File: src/rtl/cfgld_pkg.sv
package cfgld_pkg;
  localparam int ADDR_W     = 9;
  localparam int MAC_BYTES  = 6;
  localparam int ETH_BYTES  = 8;
  localparam int POLL_BYTES = ETH_BYTES - MAC_BYTES;
  localparam int HUB_BYTES  = 26;
  localparam int HUB_BASE   = 'h20;
  localparam int NUM_BYTES  = ETH_BYTES + HUB_BYTES;
  localparam int IDX_W      = $clog2(NUM_BYTES);
  localparam logic [7:0] SIG_BYTE = 8'hA5;

  typedef enum logic [1:0] {
    KIND_FULL = 2'b00,
    KIND_MAC  = 2'b01,
    KIND_ETH  = 2'b10,
    KIND_ETHB = 2'b11
  } load_kind_e;

  // Register-file index to EEPROM byte address: Ethernet bytes start at 1,
  // hub bytes start at HUB_BASE.
  function automatic logic [ADDR_W-1:0] idx_to_addr(input logic [IDX_W-1:0] idx);
    logic [ADDR_W-1:0] a;
    a = ADDR_W'(idx);
    if (idx < IDX_W'(ETH_BYTES)) a = a + 1'b1;
    else a = a + ADDR_W'(HUB_BASE - ETH_BYTES);
    return a;
  endfunction

  // Every load kind covers a prefix of the index space.
  function automatic logic [IDX_W-1:0] last_idx(input load_kind_e k);
    case (k)
      KIND_FULL: return IDX_W'(NUM_BYTES - 1);
      KIND_MAC:  return IDX_W'(MAC_BYTES - 1);
      default:   return IDX_W'(ETH_BYTES - 1);
    endcase
  endfunction

  function automatic logic [7:0] default_byte(input logic [IDX_W-1:0] idx,
                                              input logic [7:0] did_msb);
    logic [7:0] v;
    v = 8'h00;
    if (idx >= IDX_W'(ETH_BYTES)) begin
      case (int'(idx) - ETH_BYTES + HUB_BASE)
        'h20: v = 8'h24;
        'h21: v = 8'h04;
        'h22: v = 8'h12;
        'h23: v = 8'h95;
        'h25: v = did_msb;
        'h26: v = 8'h9B;
        'h27: v = 8'h18;
        'h29: v = 8'h02;
        'h2C: v = 8'h01;
        'h2E: v = 8'h01;
        'h30: v = 8'h32;
        'h37: v = 8'h03;
        default: v = 8'h00;
      endcase
    end
    return v;
  endfunction
endpackage

File: src/rtl/eep_rd_engine.sv
module eep_rd_engine #(
  parameter int SK_HALF = 4,
  parameter int ADDR_W  = 9
) (
  input  logic              clk,
  input  logic              rst,
  input  logic              go_i,
  input  logic [ADDR_W-1:0] addr_i,
  output logic              done_o,
  output logic [7:0]        data_o,
  output logic              cs_o,
  output logic              sk_o,
  output logic              di_o,
  input  logic              do_i
);
  localparam int CMD_BITS = ADDR_W + 3;
  localparam int TOT_BITS = CMD_BITS + 1 + 8;
  localparam int HC_W     = (SK_HALF > 1) ? $clog2(SK_HALF) : 1;
  localparam int BIT_W    = $clog2(TOT_BITS);
  localparam int GAP_CYC  = 2 * SK_HALF;
  localparam int GAP_W    = $clog2(GAP_CYC);

  typedef enum logic [1:0] {E_IDLE, E_SHIFT, E_GAP} eng_st_e;

  eng_st_e              st;
  logic [HC_W-1:0]      hc;
  logic                 ph;
  logic [BIT_W-1:0]     bidx;
  logic [CMD_BITS-1:0]  sh;
  logic [7:0]           rx;
  logic [GAP_W-1:0]     gapc;

  assign data_o = rx;

  always_ff @(posedge clk) begin
    if (rst) begin
      st     <= E_IDLE;
      hc     <= '0;
      ph     <= 1'b0;
      bidx   <= '0;
      sh     <= '0;
      rx     <= '0;
      gapc   <= '0;
      cs_o   <= 1'b0;
      sk_o   <= 1'b0;
      di_o   <= 1'b0;
      done_o <= 1'b0;
    end else begin
      done_o <= 1'b0;
      case (st)
        E_IDLE: begin
          if (go_i) begin
            // start bit is driven now; sh keeps the opcode and address bits
            sh   <= {2'b10, addr_i, 1'b0};
            di_o <= 1'b1;
            cs_o <= 1'b1;
            sk_o <= 1'b0;
            hc   <= '0;
            ph   <= 1'b0;
            bidx <= '0;
            st   <= E_SHIFT;
          end
        end
        E_SHIFT: begin
          if (hc == HC_W'(SK_HALF - 1)) begin
            hc <= '0;
            if (!ph) begin
              ph   <= 1'b1;
              sk_o <= 1'b1;
              if (bidx > BIT_W'(CMD_BITS)) rx <= {rx[6:0], do_i};
            end else begin
              ph   <= 1'b0;
              sk_o <= 1'b0;
              if (bidx == BIT_W'(TOT_BITS - 1)) begin
                cs_o <= 1'b0;
                di_o <= 1'b0;
                gapc <= '0;
                st   <= E_GAP;
              end else begin
                bidx <= bidx + 1'b1;
                di_o <= (bidx < BIT_W'(CMD_BITS - 1)) ? sh[CMD_BITS-1] : 1'b0;
                sh   <= sh << 1;
              end
            end
          end else begin
            hc <= hc + 1'b1;
          end
        end
        E_GAP: begin
          if (gapc == GAP_W'(GAP_CYC - 1)) begin
            done_o <= 1'b1;
            st     <= E_IDLE;
          end else begin
            gapc <= gapc + 1'b1;
          end
        end
        default: st <= E_IDLE;
      endcase
    end
  end
endmodule

File: src/rtl/cfg_load_seq.sv
module cfg_load_seq
  import cfgld_pkg::*;
#(
  parameter logic [7:0] DID_MSB_DFLT = 8'h00
) (
  input  logic              clk,
  input  logic              rst,
  input  logic              req_i,
  input  logic [1:0]        kind_i,
  output logic              rd_go_o,
  output logic [ADDR_W-1:0] rd_addr_o,
  input  logic              rd_done_i,
  input  logic [7:0]        rd_data_i,
  output logic              wr_en_o,
  output logic [IDX_W-1:0]  wr_idx_o,
  output logic [7:0]        wr_data_o,
  output logic              busy_o,
  output logic              valid_o
);
  typedef enum logic [2:0] {S_START, S_SIG, S_LOAD, S_DEF, S_FIN, S_IDLE} seq_st_e;

  seq_st_e          st;
  load_kind_e       kind;
  logic [IDX_W-1:0] idx;
  logic [IDX_W-1:0] last;
  logic             sig_ok;

  assign last = last_idx(kind);

  always_ff @(posedge clk) begin
    if (rst) begin
      st        <= S_START;
      kind      <= KIND_FULL;
      idx       <= '0;
      sig_ok    <= 1'b0;
      busy_o    <= 1'b1;
      valid_o   <= 1'b0;
      rd_go_o   <= 1'b0;
      rd_addr_o <= '0;
      wr_en_o   <= 1'b0;
      wr_idx_o  <= '0;
      wr_data_o <= '0;
    end else begin
      rd_go_o <= 1'b0;
      wr_en_o <= 1'b0;
      case (st)
        S_START: begin
          rd_go_o   <= 1'b1;
          rd_addr_o <= '0;
          st        <= S_SIG;
        end
        S_SIG: begin
          if (rd_done_i) begin
            idx <= '0;
            if (rd_data_i == SIG_BYTE) begin
              sig_ok    <= 1'b1;
              rd_go_o   <= 1'b1;
              rd_addr_o <= idx_to_addr(IDX_W'(0));
              st        <= S_LOAD;
            end else begin
              sig_ok <= 1'b0;
              st     <= S_DEF;
            end
          end
        end
        S_LOAD: begin
          if (rd_done_i) begin
            wr_en_o   <= 1'b1;
            wr_idx_o  <= idx;
            wr_data_o <= rd_data_i;
            if (idx == last) begin
              st <= S_FIN;
            end else begin
              idx       <= idx + 1'b1;
              rd_go_o   <= 1'b1;
              rd_addr_o <= idx_to_addr(idx + 1'b1);
            end
          end
        end
        S_DEF: begin
          wr_en_o   <= 1'b1;
          wr_idx_o  <= idx;
          wr_data_o <= default_byte(idx, DID_MSB_DFLT);
          if (idx == last) st <= S_FIN;
          else idx <= idx + 1'b1;
        end
        S_FIN: begin
          busy_o  <= 1'b0;
          valid_o <= sig_ok;
          st      <= S_IDLE;
        end
        default: begin
          if (req_i) begin
            kind      <= load_kind_e'(kind_i);
            busy_o    <= 1'b1;
            rd_go_o   <= 1'b1;
            rd_addr_o <= '0;
            st        <= S_SIG;
          end
        end
      endcase
    end
  end
endmodule

File: src/rtl/cfg_regfile.sv
module cfg_regfile
  import cfgld_pkg::*;
#(
  parameter logic [7:0] DID_MSB_DFLT = 8'h00
) (
  input  logic                    clk,
  input  logic                    rst,
  input  logic                    we_i,
  input  logic [IDX_W-1:0]        widx_i,
  input  logic [7:0]              wdata_i,
  output logic [8*MAC_BYTES-1:0]  mac_o,
  output logic [8*POLL_BYTES-1:0] poll_o,
  output logic [8*HUB_BYTES-1:0]  hub_o
);
  logic [7:0] mem [NUM_BYTES];

  always_ff @(posedge clk) begin
    if (rst) begin
      for (int i = 0; i < NUM_BYTES; i++) mem[i] <= default_byte(IDX_W'(i), DID_MSB_DFLT);
    end else if (we_i) begin
      mem[widx_i] <= wdata_i;
    end
  end

  for (genvar g = 0; g < MAC_BYTES; g++) begin : g_mac
    assign mac_o[8*g +: 8] = mem[g];
  end
  for (genvar g = 0; g < POLL_BYTES; g++) begin : g_poll
    assign poll_o[8*g +: 8] = mem[MAC_BYTES + g];
  end
  for (genvar g = 0; g < HUB_BYTES; g++) begin : g_hub
    assign hub_o[8*g +: 8] = mem[ETH_BYTES + g];
  end
endmodule

File: src/rtl/cfg_eeprom_loader.sv
module cfg_eeprom_loader
  import cfgld_pkg::*;
#(
  parameter int         SK_HALF      = 4,
  parameter logic [7:0] DID_MSB_DFLT = 8'h00
) (
  input  logic                    clk,
  input  logic                    rst,
  input  logic                    load_req_i,
  input  logic [1:0]              load_kind_i,
  output logic                    eep_cs_o,
  output logic                    eep_sk_o,
  output logic                    eep_di_o,
  input  logic                    eep_do_i,
  output logic [8*MAC_BYTES-1:0]  mac_addr_o,
  output logic [8*POLL_BYTES-1:0] eth_poll_o,
  output logic [8*HUB_BYTES-1:0]  hub_cfg_o,
  output logic                    busy_o,
  output logic                    valid_o
);
  logic              rd_go;
  logic [ADDR_W-1:0] rd_addr;
  logic              rd_done;
  logic [7:0]        rd_data;
  logic              wr_en;
  logic [IDX_W-1:0]  wr_idx;
  logic [7:0]        wr_data;

  eep_rd_engine #(.SK_HALF(SK_HALF), .ADDR_W(ADDR_W)) u_eng (
    .clk    (clk),
    .rst    (rst),
    .go_i   (rd_go),
    .addr_i (rd_addr),
    .done_o (rd_done),
    .data_o (rd_data),
    .cs_o   (eep_cs_o),
    .sk_o   (eep_sk_o),
    .di_o   (eep_di_o),
    .do_i   (eep_do_i)
  );

  cfg_load_seq #(.DID_MSB_DFLT(DID_MSB_DFLT)) u_seq (
    .clk       (clk),
    .rst       (rst),
    .req_i     (load_req_i),
    .kind_i    (load_kind_i),
    .rd_go_o   (rd_go),
    .rd_addr_o (rd_addr),
    .rd_done_i (rd_done),
    .rd_data_i (rd_data),
    .wr_en_o   (wr_en),
    .wr_idx_o  (wr_idx),
    .wr_data_o (wr_data),
    .busy_o    (busy_o),
    .valid_o   (valid_o)
  );

  cfg_regfile #(.DID_MSB_DFLT(DID_MSB_DFLT)) u_rf (
    .clk     (clk),
    .rst     (rst),
    .we_i    (wr_en),
    .widx_i  (wr_idx),
    .wdata_i (wr_data),
    .mac_o   (mac_addr_o),
    .poll_o  (eth_poll_o),
    .hub_o   (hub_cfg_o)
  );
endmodule

File: config.mk
export PLATFORM = sky130hd
export DESIGN_NAME = cfg_eeprom_loader
export DESIGN_NICKNAME = d
export VERILOG_FILES = /design/src/rtl/cfgld_pkg.sv /design/src/rtl/eep_rd_engine.sv /design/src/rtl/cfg_load_seq.sv /design/src/rtl/cfg_regfile.sv /design/src/rtl/cfg_eeprom_loader.sv
export SDC_FILE = /design/constraint.sdc
export NUM_CORES = 1
export LEC_CHECK = 0
export CAP_MARGIN = 20
export CORE_ASPECT_RATIO = 0.8
export CORE_MARGIN = 2
export CORE_UTILIZATION = 45
export DETAILED_ROUTE_END_ITERATION = 16
export PLACE_DENSITY = 0.72
export SYNTH_ARGS = -nofsm -noshare
export SYNTH_HDL_FRONTEND = slang
export SYNTH_SLANG_ARGS = --single-unit
File: constraint.sdc
create_clock -name clk -period 3.6 [get_ports clk]
set_input_delay 1.08 -clock clk [delete_from_list [all_inputs] [get_ports clk]]
set_output_delay 1.08 -clock clk [all_outputs]
set_load 0.05 [all_outputs]
==> results.md <==
- Top delay family on crit path: buffers and inverters
- # diodes: 0
- CP bufs+invs: 1
- Total GRT Usage: 24.2%
- Total Power: 8.78 mW
- Initial antenna violation count: 1
- Syn_nets: between 1,000 and 1,500
- Wire length per cell: ~21 um
- Initial DRC count: 960
- Port-buffer cells: around 280
- Remaining antenna violation count after routing: 0
- Fraction of registers with async set/reset: 0%
- Reg-to-Reg Start: u_seq.idx[3]
- Cts repair resizes: 0
- Area grow syn2layout: 33.9%
- Core area: ~30,000 sq um
- Worst min-delay path startpoint: u_eng.sh[10]
- RSZ-0062 raised after global routing: no
- Reg2reg setup slack: between 0.7 and 0.8 ns
- Kind of critical path: reg -> out
- RD Place Congestion: 0.857
- Die Y: 160 um
- Worst-Skew Late Latency: 0.52 ns
- WHS Path Cells: 2
- MaxCap Viol Count: 0
- Most common cell in the netlist: nor2_1
- CTS Root Cell: clkbuf_16
- Synth warnings: 0
- Max stage delay on crit path: 0.88 ns
- Layout cell share with drive strength beyond 1: ~8.3%
- Clk buf depth: 3
- Register area: just under 10,000 sq um
- Clock-pin slew on the worst setup and hold paths: about 0.06 ns
- Num rows: 56
- Slew margin rel.: 38.4%
- Initial Util: 46.0%
- Hold WC Path Type: reg -> reg
- Post-synth top area share: between 60% and 70%
- Vias in the first global route: 9,512
- Setup TNS: 0 ns
- Post-synthesis sequential area ratio: a little over two thirds
- Largest net degree at the start of global routing: 63
- Via Count: around 10,000
- DRT met1 WL: 16,100 um
- TritonCTS clock tree: yes
- Startpoint class of the critical path: flop
- Syn Inst Count: approximately 1,100
- Hold endpoint: u_eng.sh[11]
- Final setup fails: 0
- EDFF count, synth: roughly 270
- CTS Hold Bufs: 0
- Cell breakdown of the critical path: clkdlybuf4s50_1
- CP Capture Type: primary output
- Setup Skew: 0.0233 ns
- Grt ovf: 0
- I/O pin total: approximately 280
- Arrival @ worst endpoint: 1.81 ns
- Final nets: 1,465
- Critical path's slowest cell: clkdlybuf4s50_1
- Chip width: approximately 200 um
- Area leader, netlist: edfxtp_1
- Met3 Routed Length: around 3700 um
- Slew of the pin with the lowest slew margin: between 0.9 and 1 ns
- Status: completed
- Cell area power density: between 400 and 500 nW/um^2
- Multi-input gate area in the final layout: 3660 sq um
- DRC Markers: 0
- # fillers: approximately 2,400
- CTS sink count: between 300 and 400
- Final Critical Period: between 2 and 3 ns
- Post-CTS setup buffer count: 0
- DR vias/cell: around 5.3
- Post-synth top cells: 307 x nor2_1, 272 x edfxtp_1, 122 x nand2_1
- Final worst path period share: around four fifths
- Main flop type after synthesis: edfxtp_1
- Synth top area cells: edfxtp_1 60%, dfxtp_1 11%, nor2_1 8.5%
- Worst EP required: roughly 2.5 ns
- Hold Fails Final Rpt: 0
- Worst r2r path cells: 9
- Die area: 31,700 sq um
- Met2 wire len: ~18,000 um
- Post-DP HPWL: about 27,000 um
- FMAX: 0.347 GHz
- Leak: approximately 6.3 nW
- Synth Register Bits: 344
- DR pass1 iterations: 5
- Syn Area/Cell: about 12 sq um
- Worst-path fanout max: 1
- Top Layer Used: met4
- Synth cell types: 61
- TritonCTS Buffers: 35
- CTS H-tree depth: 2
- First-pass GRT wire length: approximately 58,000 um
- Routed WL: slightly below 40,000 um
- R2r endpoint: u_seq.wr_data_o[2]
- Maximum VDD drop: 0.323 mV
- Cell area after synthesis: ~14,000 sq um
- Max Slew Vio Count: 0
-- how the worst max path moves through the flow --
stage | endpoint | cells past startpoint | slack (ns) | start
finish | hub_cfg_o[51] | 1 | 0.71 | u_rf.mem[14][3]
global route | u_seq.wr_data_o[2] | 9 | 0.51 | u_seq.idx[3]
CTS | hub_cfg_o[51] | 1 | 0.69 | u_rf.mem[14][3]
detailed placement | u_rf.mem[30][4] | 7 | 0.60 | rst
global placement | u_rf.mem[30][7] | 7 | 0.66 | rst
floorplan | u_rf.mem[12][0] | 6 | 0.80 | rst
-- area by class of cell --
cell class                 instances  area share [%]
clock buffer                      50            5.62
clock inverter                    14           0.570
inverter                          28           0.577
multi-input combinational        697            20.1
sequential                       344            52.7
tap                              406            2.79
timing repair buffer             333            17.6
-- cell families (layout without fill, tap and decap cells) --
logic type      Yosys count  count (layout)  share of synthesized area, %
buf+inv                  91             425                          2.65
simple gates            536             536                          16.9
xor+xnor                 11              11                         0.708
fa+ha+maj                20              20                          1.84
mux                      24              24                          1.77
flops                   344             344                          70.6
compound gates          106             106                          5.56
-- per-stage QoR --
| stage | util, % | cells | area [sq um] | hold WS [ns] | setup WS, ns |
|---|---|---|---|---|---|
| final | 61.6 | 1872 | 18200 | 0.454 | 0.714 |
| after global routing | 61.6 | 1872 | 18200 | 0.471 | 0.514 |
| after CTS | 61.6 | 1872 | 18200 | 0.460 | 0.686 |
| after detailed placement | 57.8 | 1808 | 17100 | 0.452 | 0.597 |
| after global placement | 57.8 | 1808 | 17100 | 0.438 | 0.656 |
| after floorplan | - | 1132 | 13600 | 0.431 | 0.798 |
-- state kept, by name (all words and copies together) (netlist names), 2 cells and up --
name	count
u_rf.mem	272
u_eng.sh	11
u_eng.data_o	8
u_seq.wr_data_o	8
u_seq.rd_addr_o	7
u_seq.idx	6
u_seq.wr_idx_o	6
u_eng.bidx	5
u_eng.gapc	3
u_seq.st	3
u_eng.hc	2
u_eng.st	2
u_seq.kind	2
-- per-layer routing --
metal  vias up  track usage, %
met5         -               0
met4         0            7.67
met3        61            5.80
met2       507            39.0
met1      4857            32.5
li1       4584               -
-- where the power goes --
part | leakage (nW) | total [mW] | switching (mW) | internal (mW)
Sequential | 3.30 | 4.44 | 0.0533 | 4.39
Combinational | 2.41 | 0.802 | 0.575 | 0.227
Clock | 0.559 | 3.54 | 1.48 | 2.06
Total | 6.27 | 8.78 | 2.11 | 6.67
-- cell usage in the layout, fill, tap and decap left out, drive strengths merged, types with 5 or more instances in the layout --
cell type and instances:
nor2b 6, nand2 122, nor2 307, a21oi 28, edfxtp 272, inv 28
dfxtp 72, xor2 5, nor3 19, a221oi 8, clkdlybuf4s50 281, clkinv 13
nand2b 11, ha 20, buf 52, mux2i 24, nand3 21, a211oi 13
a22oi 6, nand3b 8, nand4 7, nor4 6, clkbuf 50, o21ai 19
xnor2 6, and2 6
No activity file was read; power rests on OpenSTA's default activity.
